[src/rtl/eprom_seq_pkg.sv]
package eprom_seq_pkg;

  typedef enum logic [2:0] {
    TM_SETUP,
    TM_PULSE,
    TM_HOLD,
    TM_ACCESS,
    TM_FLOAT,
    TM_ONE
  } tmSel_e;

  typedef struct packed {
    logic   latchReq;
    logic   loadTimer;
    tmSel_e timerSel;
    logic   driveBus;
    logic   capture;
  } seqStrb_t;

  function automatic int nsToCycles(input int ns, input int clkKhz);
    longint prod;
    prod = longint'(ns) * longint'(clkKhz);
    return int'((prod + 64'd999999) / 64'd1000000);
  endfunction

endpackage

[src/rtl/eprom_seq_dp.sv]
module eprom_seq_dp
  import eprom_seq_pkg::*;
#(
  parameter int ADDR_W    = 13,
  parameter int DATA_W    = 8,
  parameter int SETUP_CYC = 250,
  parameter int PULSE_CYC = 12500,
  parameter int HOLD_CYC  = 250,
  parameter int ACC_CYC   = 13,
  parameter int FLOAT_CYC = 17,
  parameter int CNT_W     = 14
) (
  input  logic              clk,
  input  logic              rstN,
  input  seqStrb_t          strb,
  input  logic [ADDR_W-1:0] addrI,
  input  logic [DATA_W-1:0] dataI,
  input  logic [DATA_W-1:0] memDataI,
  output logic [ADDR_W-1:0] memAddrO,
  output logic [DATA_W-1:0] memDataO,
  output logic              busOeO,
  output logic              tmDoneO,
  output logic              passO
);

  logic [CNT_W-1:0]  timerQ;
  logic [CNT_W-1:0]  loadVal;
  logic [ADDR_W-1:0] addrQ;
  logic [DATA_W-1:0] dataQ;
  logic              passQ;

  always_comb begin
    unique case (strb.timerSel)
      TM_SETUP:  loadVal = CNT_W'(SETUP_CYC - 1);
      TM_PULSE:  loadVal = CNT_W'(PULSE_CYC - 1);
      TM_HOLD:   loadVal = CNT_W'(HOLD_CYC - 1);
      TM_ACCESS: loadVal = CNT_W'(ACC_CYC - 1);
      TM_FLOAT:  loadVal = CNT_W'(FLOAT_CYC - 1);
      default:   loadVal = '0;
    endcase
  end

  always_ff @(posedge clk or negedge rstN) begin
    if (!rstN) begin
      timerQ <= '0;
    end else if (strb.loadTimer) begin
      timerQ <= loadVal;
    end else if (timerQ != '0) begin
      timerQ <= timerQ - 1'b1;
    end
  end

  assign tmDoneO = (timerQ == '0);

  always_ff @(posedge clk or negedge rstN) begin
    if (!rstN) begin
      addrQ <= '0;
      dataQ <= '0;
      passQ <= 1'b0;
    end else if (strb.latchReq) begin
      addrQ <= addrI;
      dataQ <= dataI;
      passQ <= 1'b0;
    end else if (strb.capture) begin
      passQ <= (memDataI == dataQ);
    end
  end

  assign memAddrO = addrQ;
  assign memDataO = dataQ;
  assign busOeO   = strb.driveBus;
  assign passO    = passQ;

  AST_CAPTURE_BUS_FREE: assert property (@(posedge clk) disable iff (!rstN)
    strb.capture |-> !strb.driveBus) else $error("bus driven during read-back");

  AST_NO_RELATCH_DRIVING: assert property (@(posedge clk) disable iff (!rstN)
    strb.driveBus |=> $stable(addrQ) && $stable(dataQ)) else $error("operands changed mid-operation");

endmodule

[src/rtl/eprom_seq_ctrl.sv]
module eprom_seq_ctrl
  import eprom_seq_pkg::*;
#(
  parameter int PULSE_CYC = 12500,
  parameter int CNT_W     = 14
) (
  input  logic     clk,
  input  logic     rstN,
  input  logic     startI,
  input  logic     tmDoneI,
  output seqStrb_t strbO,
  output logic     vccHiEnO,
  output logic     vppEnO,
  output logic     ceN,
  output logic     oeN,
  output logic     pgmN,
  output logic     busyO,
  output logic     doneO
);

  typedef enum logic [3:0] {
    S_IDLE,
    S_VCC_UP,
    S_VPP_UP,
    S_CE_SETUP,
    S_PULSE,
    S_HOLD,
    S_VERIFY,
    S_FLOAT,
    S_VPP_OFF,
    S_VCC_OFF,
    S_DONE
  } state_e;

  state_e stQ, stNxt;

  always_comb begin
    stNxt               = stQ;
    strbO               = '0;
    strbO.timerSel      = TM_ONE;
    strbO.driveBus      = (stQ == S_VPP_UP) || (stQ == S_CE_SETUP) ||
                          (stQ == S_PULSE)  || (stQ == S_HOLD);
    unique case (stQ)
      S_IDLE: if (startI) begin
        stNxt = S_VCC_UP; strbO.latchReq = 1'b1;
        strbO.loadTimer = 1'b1; strbO.timerSel = TM_SETUP;
      end
      S_VCC_UP: if (tmDoneI) begin
        stNxt = S_VPP_UP; strbO.loadTimer = 1'b1; strbO.timerSel = TM_SETUP;
      end
      S_VPP_UP: if (tmDoneI) begin
        stNxt = S_CE_SETUP; strbO.loadTimer = 1'b1; strbO.timerSel = TM_SETUP;
      end
      S_CE_SETUP: if (tmDoneI) begin
        stNxt = S_PULSE; strbO.loadTimer = 1'b1; strbO.timerSel = TM_PULSE;
      end
      S_PULSE: if (tmDoneI) begin
        stNxt = S_HOLD; strbO.loadTimer = 1'b1; strbO.timerSel = TM_HOLD;
      end
      S_HOLD: if (tmDoneI) begin
        stNxt = S_VERIFY; strbO.loadTimer = 1'b1; strbO.timerSel = TM_ACCESS;
      end
      S_VERIFY: if (tmDoneI) begin
        stNxt = S_FLOAT; strbO.capture = 1'b1;
        strbO.loadTimer = 1'b1; strbO.timerSel = TM_FLOAT;
      end
      S_FLOAT: if (tmDoneI) begin
        stNxt = S_VPP_OFF; strbO.loadTimer = 1'b1; strbO.timerSel = TM_SETUP;
      end
      S_VPP_OFF: if (tmDoneI) begin
        stNxt = S_VCC_OFF; strbO.loadTimer = 1'b1; strbO.timerSel = TM_ONE;
      end
      S_VCC_OFF: if (tmDoneI) stNxt = S_DONE;
      S_DONE:    stNxt = S_IDLE;
      default:   stNxt = S_IDLE;
    endcase
  end

  always_ff @(posedge clk or negedge rstN) begin
    if (!rstN) stQ <= S_IDLE;
    else       stQ <= stNxt;
  end

  assign vccHiEnO = (stQ != S_IDLE) && (stQ != S_VCC_OFF) && (stQ != S_DONE);
  assign vppEnO   = (stQ == S_VPP_UP) || (stQ == S_CE_SETUP) || (stQ == S_PULSE) ||
                    (stQ == S_HOLD)   || (stQ == S_VERIFY)   || (stQ == S_FLOAT);
  assign ceN      = !((stQ == S_CE_SETUP) || (stQ == S_PULSE) || (stQ == S_HOLD) ||
                      (stQ == S_VERIFY)   || (stQ == S_FLOAT));
  assign pgmN     = (stQ != S_PULSE);
  assign oeN      = (stQ != S_VERIFY);
  assign busyO    = (stQ != S_IDLE);
  assign doneO    = (stQ == S_DONE);

  logic [CNT_W:0] lowCntQ;
  always_ff @(posedge clk or negedge rstN) begin
    if (!rstN)     lowCntQ <= '0;
    else if (pgmN) lowCntQ <= '0;
    else           lowCntQ <= lowCntQ + 1'b1;
  end

  AST_VPP_NEEDS_VCC: assert property (@(posedge clk) disable iff (!rstN)
    vppEnO |-> vccHiEnO) else $error("programming supply without raised core supply");

  AST_PULSE_CONTEXT: assert property (@(posedge clk) disable iff (!rstN)
    !pgmN |-> (!ceN && oeN && vppEnO && strbO.driveBus)) else $error("bad pins during pulse");

  AST_PULSE_WIDTH: assert property (@(posedge clk) disable iff (!rstN)
    $rose(pgmN) |-> (lowCntQ == (CNT_W+1)'(PULSE_CYC))) else $error("program pulse width");

  AST_VERIFY_BUS_FREE: assert property (@(posedge clk) disable iff (!rstN)
    !oeN |-> !strbO.driveBus) else $error("bus driven while output enabled");

  AST_DONE_SUPPLIES_OFF: assert property (@(posedge clk) disable iff (!rstN)
    doneO |-> (!vppEnO && !vccHiEnO)) else $error("done with supplies on");

  AST_DONE_SINGLE: assert property (@(posedge clk) disable iff (!rstN)
    doneO |=> !doneO) else $error("done longer than one cycle");

endmodule

[src/rtl/eprom_prog_seq.sv]
module eprom_prog_seq
  import eprom_seq_pkg::*;
#(
  parameter int CLK_KHZ     = 125000,
  parameter int ADDR_W      = 13,
  parameter int DATA_W      = 8,
  parameter int T_SETUP_NS  = 2000,
  parameter int T_HOLD_NS   = 2000,
  parameter int T_PULSE_NS  = 100000,
  parameter int T_ACCESS_NS = 100,
  parameter int T_FLOAT_NS  = 130
) (
  input  logic              clk,
  input  logic              rstN,
  input  logic              startI,
  input  logic [ADDR_W-1:0] addrI,
  input  logic [DATA_W-1:0] dataI,
  output logic              busyO,
  output logic              doneO,
  output logic              passO,
  output logic [ADDR_W-1:0] memAddrO,
  output logic [DATA_W-1:0] memDataO,
  output logic              memDataOeO,
  input  logic [DATA_W-1:0] memDataI,
  output logic              vccHiEnO,
  output logic              vppEnO,
  output logic              ceN,
  output logic              oeN,
  output logic              pgmN
);

  localparam int SETUP_CYC = nsToCycles(T_SETUP_NS, CLK_KHZ);
  localparam int HOLD_CYC  = nsToCycles(T_HOLD_NS, CLK_KHZ);
  localparam int PULSE_CYC = nsToCycles(T_PULSE_NS, CLK_KHZ);
  localparam int ACC_CYC   = nsToCycles(T_ACCESS_NS, CLK_KHZ);
  localparam int FLOAT_CYC = nsToCycles(T_FLOAT_NS, CLK_KHZ);
  localparam int CNT_W     = $clog2(PULSE_CYC + SETUP_CYC + HOLD_CYC + 2);

  seqStrb_t strb;
  logic     tmDone;

  eprom_seq_ctrl #(
    .PULSE_CYC(PULSE_CYC),
    .CNT_W    (CNT_W)
  ) uCtrl (
    .clk     (clk),
    .rstN    (rstN),
    .startI  (startI),
    .tmDoneI (tmDone),
    .strbO   (strb),
    .vccHiEnO(vccHiEnO),
    .vppEnO  (vppEnO),
    .ceN     (ceN),
    .oeN     (oeN),
    .pgmN    (pgmN),
    .busyO   (busyO),
    .doneO   (doneO)
  );

  eprom_seq_dp #(
    .ADDR_W   (ADDR_W),
    .DATA_W   (DATA_W),
    .SETUP_CYC(SETUP_CYC),
    .PULSE_CYC(PULSE_CYC),
    .HOLD_CYC (HOLD_CYC),
    .ACC_CYC  (ACC_CYC),
    .FLOAT_CYC(FLOAT_CYC),
    .CNT_W    (CNT_W)
  ) uDp (
    .clk     (clk),
    .rstN    (rstN),
    .strb    (strb),
    .addrI   (addrI),
    .dataI   (dataI),
    .memDataI(memDataI),
    .memAddrO(memAddrO),
    .memDataO(memDataO),
    .busOeO  (memDataOeO),
    .tmDoneO (tmDone),
    .passO   (passO)
  );

endmodule

[config.mk]
export PLATFORM = sky130hd
export DESIGN_NAME = eprom_prog_seq
export DESIGN_NICKNAME = d
export VERILOG_FILES = /design/src/rtl/eprom_seq_pkg.sv /design/src/rtl/eprom_seq_dp.sv /design/src/rtl/eprom_seq_ctrl.sv /design/src/rtl/eprom_prog_seq.sv
export SDC_FILE = /design/constraint.sdc
export NUM_CORES = 1
export LEC_CHECK = 0
export CAP_MARGIN = 20
export CORE_MARGIN = 4
export CORE_UTILIZATION = 48
export CTS_CLUSTER_DIAMETER = 40
export DETAILED_ROUTE_END_ITERATION = 6
export PLACE_DENSITY = 0.84
export SYNTH_ARGS = -nofsm -noshare
export SYNTH_HDL_FRONTEND = slang
export SYNTH_SLANG_ARGS = --single-unit
[constraint.sdc]
create_clock -name clk -period 2.35 [get_ports clk]
set_clock_uncertainty 0.2 [all_clocks]
set_input_delay 0.3525 -clock clk [delete_from_list [all_inputs] [get_ports clk]]
set_output_delay 0.3525 -clock clk [all_outputs]
set_load 0.005 [all_outputs]
==> flow_summary.ini <==
[die]
initial_utilization = 0.4977
fp.dieH_um = 75.19
io-pin-count = 62
dieWidth_um = 75.19
std_cell_rows = 24
die_ar_um2 = 5654
placeableCoreArea_um2 = 4354

[synthesis]
ys_seq_area_frac = 0.4619
most_area_consuming_cells_after_synthesis = dfrtp_1 (46%), nand2_1 (14%), xnor2_1 (6.1%)
synth_area_per_inst_um2 = 8.566
synthDominantCellAreaShare = 0.4619
mapped_nets = 287
synth_ff_type = dfrtp_1
postSynthRegisterBits = 40
ys_async_sr_fraction = 1.000
synth_edf_count = 0
yosysWarningCount = 0
synth_top_cell_by_area = dfrtp_1
netlist_area_um2 = 2167
yosysUniqueCellTypes = 39
synthesis.instances = 253

[power_and_ir_drop]
power.density_nw_per_um2 = 654.7
design_power_total_mw = 2.031
p_leak_nw = 1.410
vdd.ir_drop.worst_v = 0.0004170

[clock_tree]
clock_sink_count = 40
total_number_of_h_tree_levels = 2
clockRootBuffer = clkbuf_8
clock_path_buffers = 2
tritoncts.num_buffers = 5
tritoncts_clock_tree = done
clkLatencyLatePin_ns = 0.30
cts.clk_slew.worst_paths_ns = 0.08

[critical_path]
worst_setup_path_endpoint = vccHiEnO
worstSetupPathType = reg2out
worst_setup_path_start_kind = register
crit_fanout = 6
critPathLaunch = uCtrl.stQ[0]
reg2reg_to = uDp.timerQ[0]
r2r-start = uDp.timerQ[1]
worst_path_required_ns = 1.80
timing.critical_path.arrival_ns = 1.70
r2r_slack_ns = 0.23
worst-r2r-cell-count = 9
category_of_the_worst_setup_path_capture_point = output port

[sta]
grt_setup_unrepaired = no
tns_ns = 0
relSlewSlack = 0.5935
setup_viol = 0
report.final.slew_viol_count = 0
layout_min_cycle_time_ns = 2.251
highest_clock_rate_mhz = 444.2
worstMarginPinSlew_ns = 0.6098
finalHoldViolations = 0
final.period_utilization = 0.9579
hold_slack_ns = 0.2798

[global_route]
number_of_antenna_violations_at_the_first_check_in_global_routing = 0
grt_use_total = 0.2205
globalRouteOverflowTotal = 0
via_count_of_the_first_global_routing_pass = 2019
wire_length_of_the_first_global_routing_pass_um = 9349
grt_max_degree = 28

[cells_and_area]
number_of_filler_instances_in_the_final_layout = 322
seq_area_um2 = 1005
commonest_cells_after_routing_fill_and_taps_aside = nand2_1 (78), clkdlybuf4s50_1 (60), dfrtp_1 (37)
multi_input_comb_area_um2 = 1121
fraction_of_final_layout_cells_with_drive_strength_greater_than_1 = 0.1502
area.growth.synth_to_final_pct = 43.19
fin_nets = 366
layout_commonest_cell = nand2_1
fin_util = 0.7126
n_antenna_cell = 0

[detailed_routing]
detail_route.wirelength_um = 5785
route.detailed.wl_per_inst_um = 15.03
drt-initial-drc-count = 198
drt.antenna.violating_nets = 0
viasPerCell = 5.390
drc = 0
via_count = 2075
first_pass_iters = 4

[job]
cap_violations = 0

[min_path]
min_delay_path_depth = 2
hold_path_class = reg2reg

[run_status]
status = finished clean

[placed_design]
global_placement_routability_congestion = 0.8568
io_buffer_count = 61
hpwlAfterDp_um = 4252
[per-layer routing]
metal  vias up  share of wire  wire length, µm  GRT usage
met5         -              0                0          0
met4         0          0.021              120    0.08155
met3        15          0.092              532    0.08945
met2        84           0.47             2722     0.3501
met1       973           0.42             2410     0.2707
li1       1003              -                -          -
[cells in the mapped netlist (all sizes together), types with 2 or more instances]
cell / number
a211o: 3
a21oi: 12
and3: 2
buf: 4
clkbuf: 9
dfrtp: 40
ha: 2
inv: 4
mux2i: 2
nand2: 78
nand3: 5
nand4: 5
nor2: 20
nor2b: 2
nor3: 9
nor4: 5
o21ai: 9
o22ai: 2
or2: 3
or4: 4
xnor2: 15
xor2: 7
[metrics by stage]
step / setup WS [ns] / cell area (µm²) / instances
3_3_place_gp: 0.3192 / 2928 / 372
5_1_grt: 0.009663 / 3103 / 385
3_5_place_dp: 0.2539 / 2928 / 372
4_1_cts: 0.0002922 / 3050 / 381
6_report: 0.09887 / 3103 / 385
2_1_floorplan: 0.3698 / 2167 / 253
[worst max-delay path: stages, from the launching register on]
cell and delay (ns):
dfrtp_2 0.48, xnor2_2 0.18, a211o_1 0.30, clkdlybuf4s50_1 0.44
[flip-flops by register name, indices dropped and copies added (netlist names)]
register,flops
uDp.memDataO,8
uCtrl.stQ,4
uDp.memAddrO,13
uDp.timerQ,14
uDp.passO,1
[repair_timing]
action / CTS / global route
resized for setup: 1 / 7
hold buffers: 1 / 0
setup endpoints to repair: 2 / 5
hold endpoints to repair: 25 / 0
buffers inserted: 0 / 4
[power by group]
group / switching (mW) / total, mW / internal (mW)
combinational: 0.206 / 0.502 / 0.297
clock: 0.247 / 0.561 / 0.314
sequential: 0.161 / 0.968 / 0.807
total: 0.613 / 2.03 / 1.42
[cell type report]
cell class	instances	area share
flip-flops and latches	40	0.3238
multi-input cells	196	0.3613
repair buffers	85	0.2532
clock buffers	5	0.02218
well taps	52	0.02097
inverters	4	0.004839
clock inverters	3	0.01371
[logic make-up after synthesis]
family | count (synthesis) | synth area share
muxes | 2 | 0.009238
xor gates and xnor gates | 22 | 0.08892
AOI/OAI and AO/OA | 32 | 0.08834
adders and majority gates | 2 | 0.01155
DFF | 40 | 0.4619
and+or+nand+nor | 138 | 0.3089
buffers and inverters | 17 | 0.03117
[worst min path at each step]
stage / from / endpoint / slack [ns]
after floorplan: rstN / uCtrl.stQ[0] / -0.14
after global placement: rstN / uCtrl.stQ[1] / 0.19
after detailed placement: rstN / uCtrl.stQ[3] / 0.20
after CTS: uDp.memAddrO[2] / uDp.memAddrO[2] / 0.28
after global routing: uDp.memAddrO[2] / uDp.memAddrO[2] / 0.30
final: uDp.memAddrO[2] / uDp.memAddrO[2] / 0.28
(Power assumes the default switching activity.)
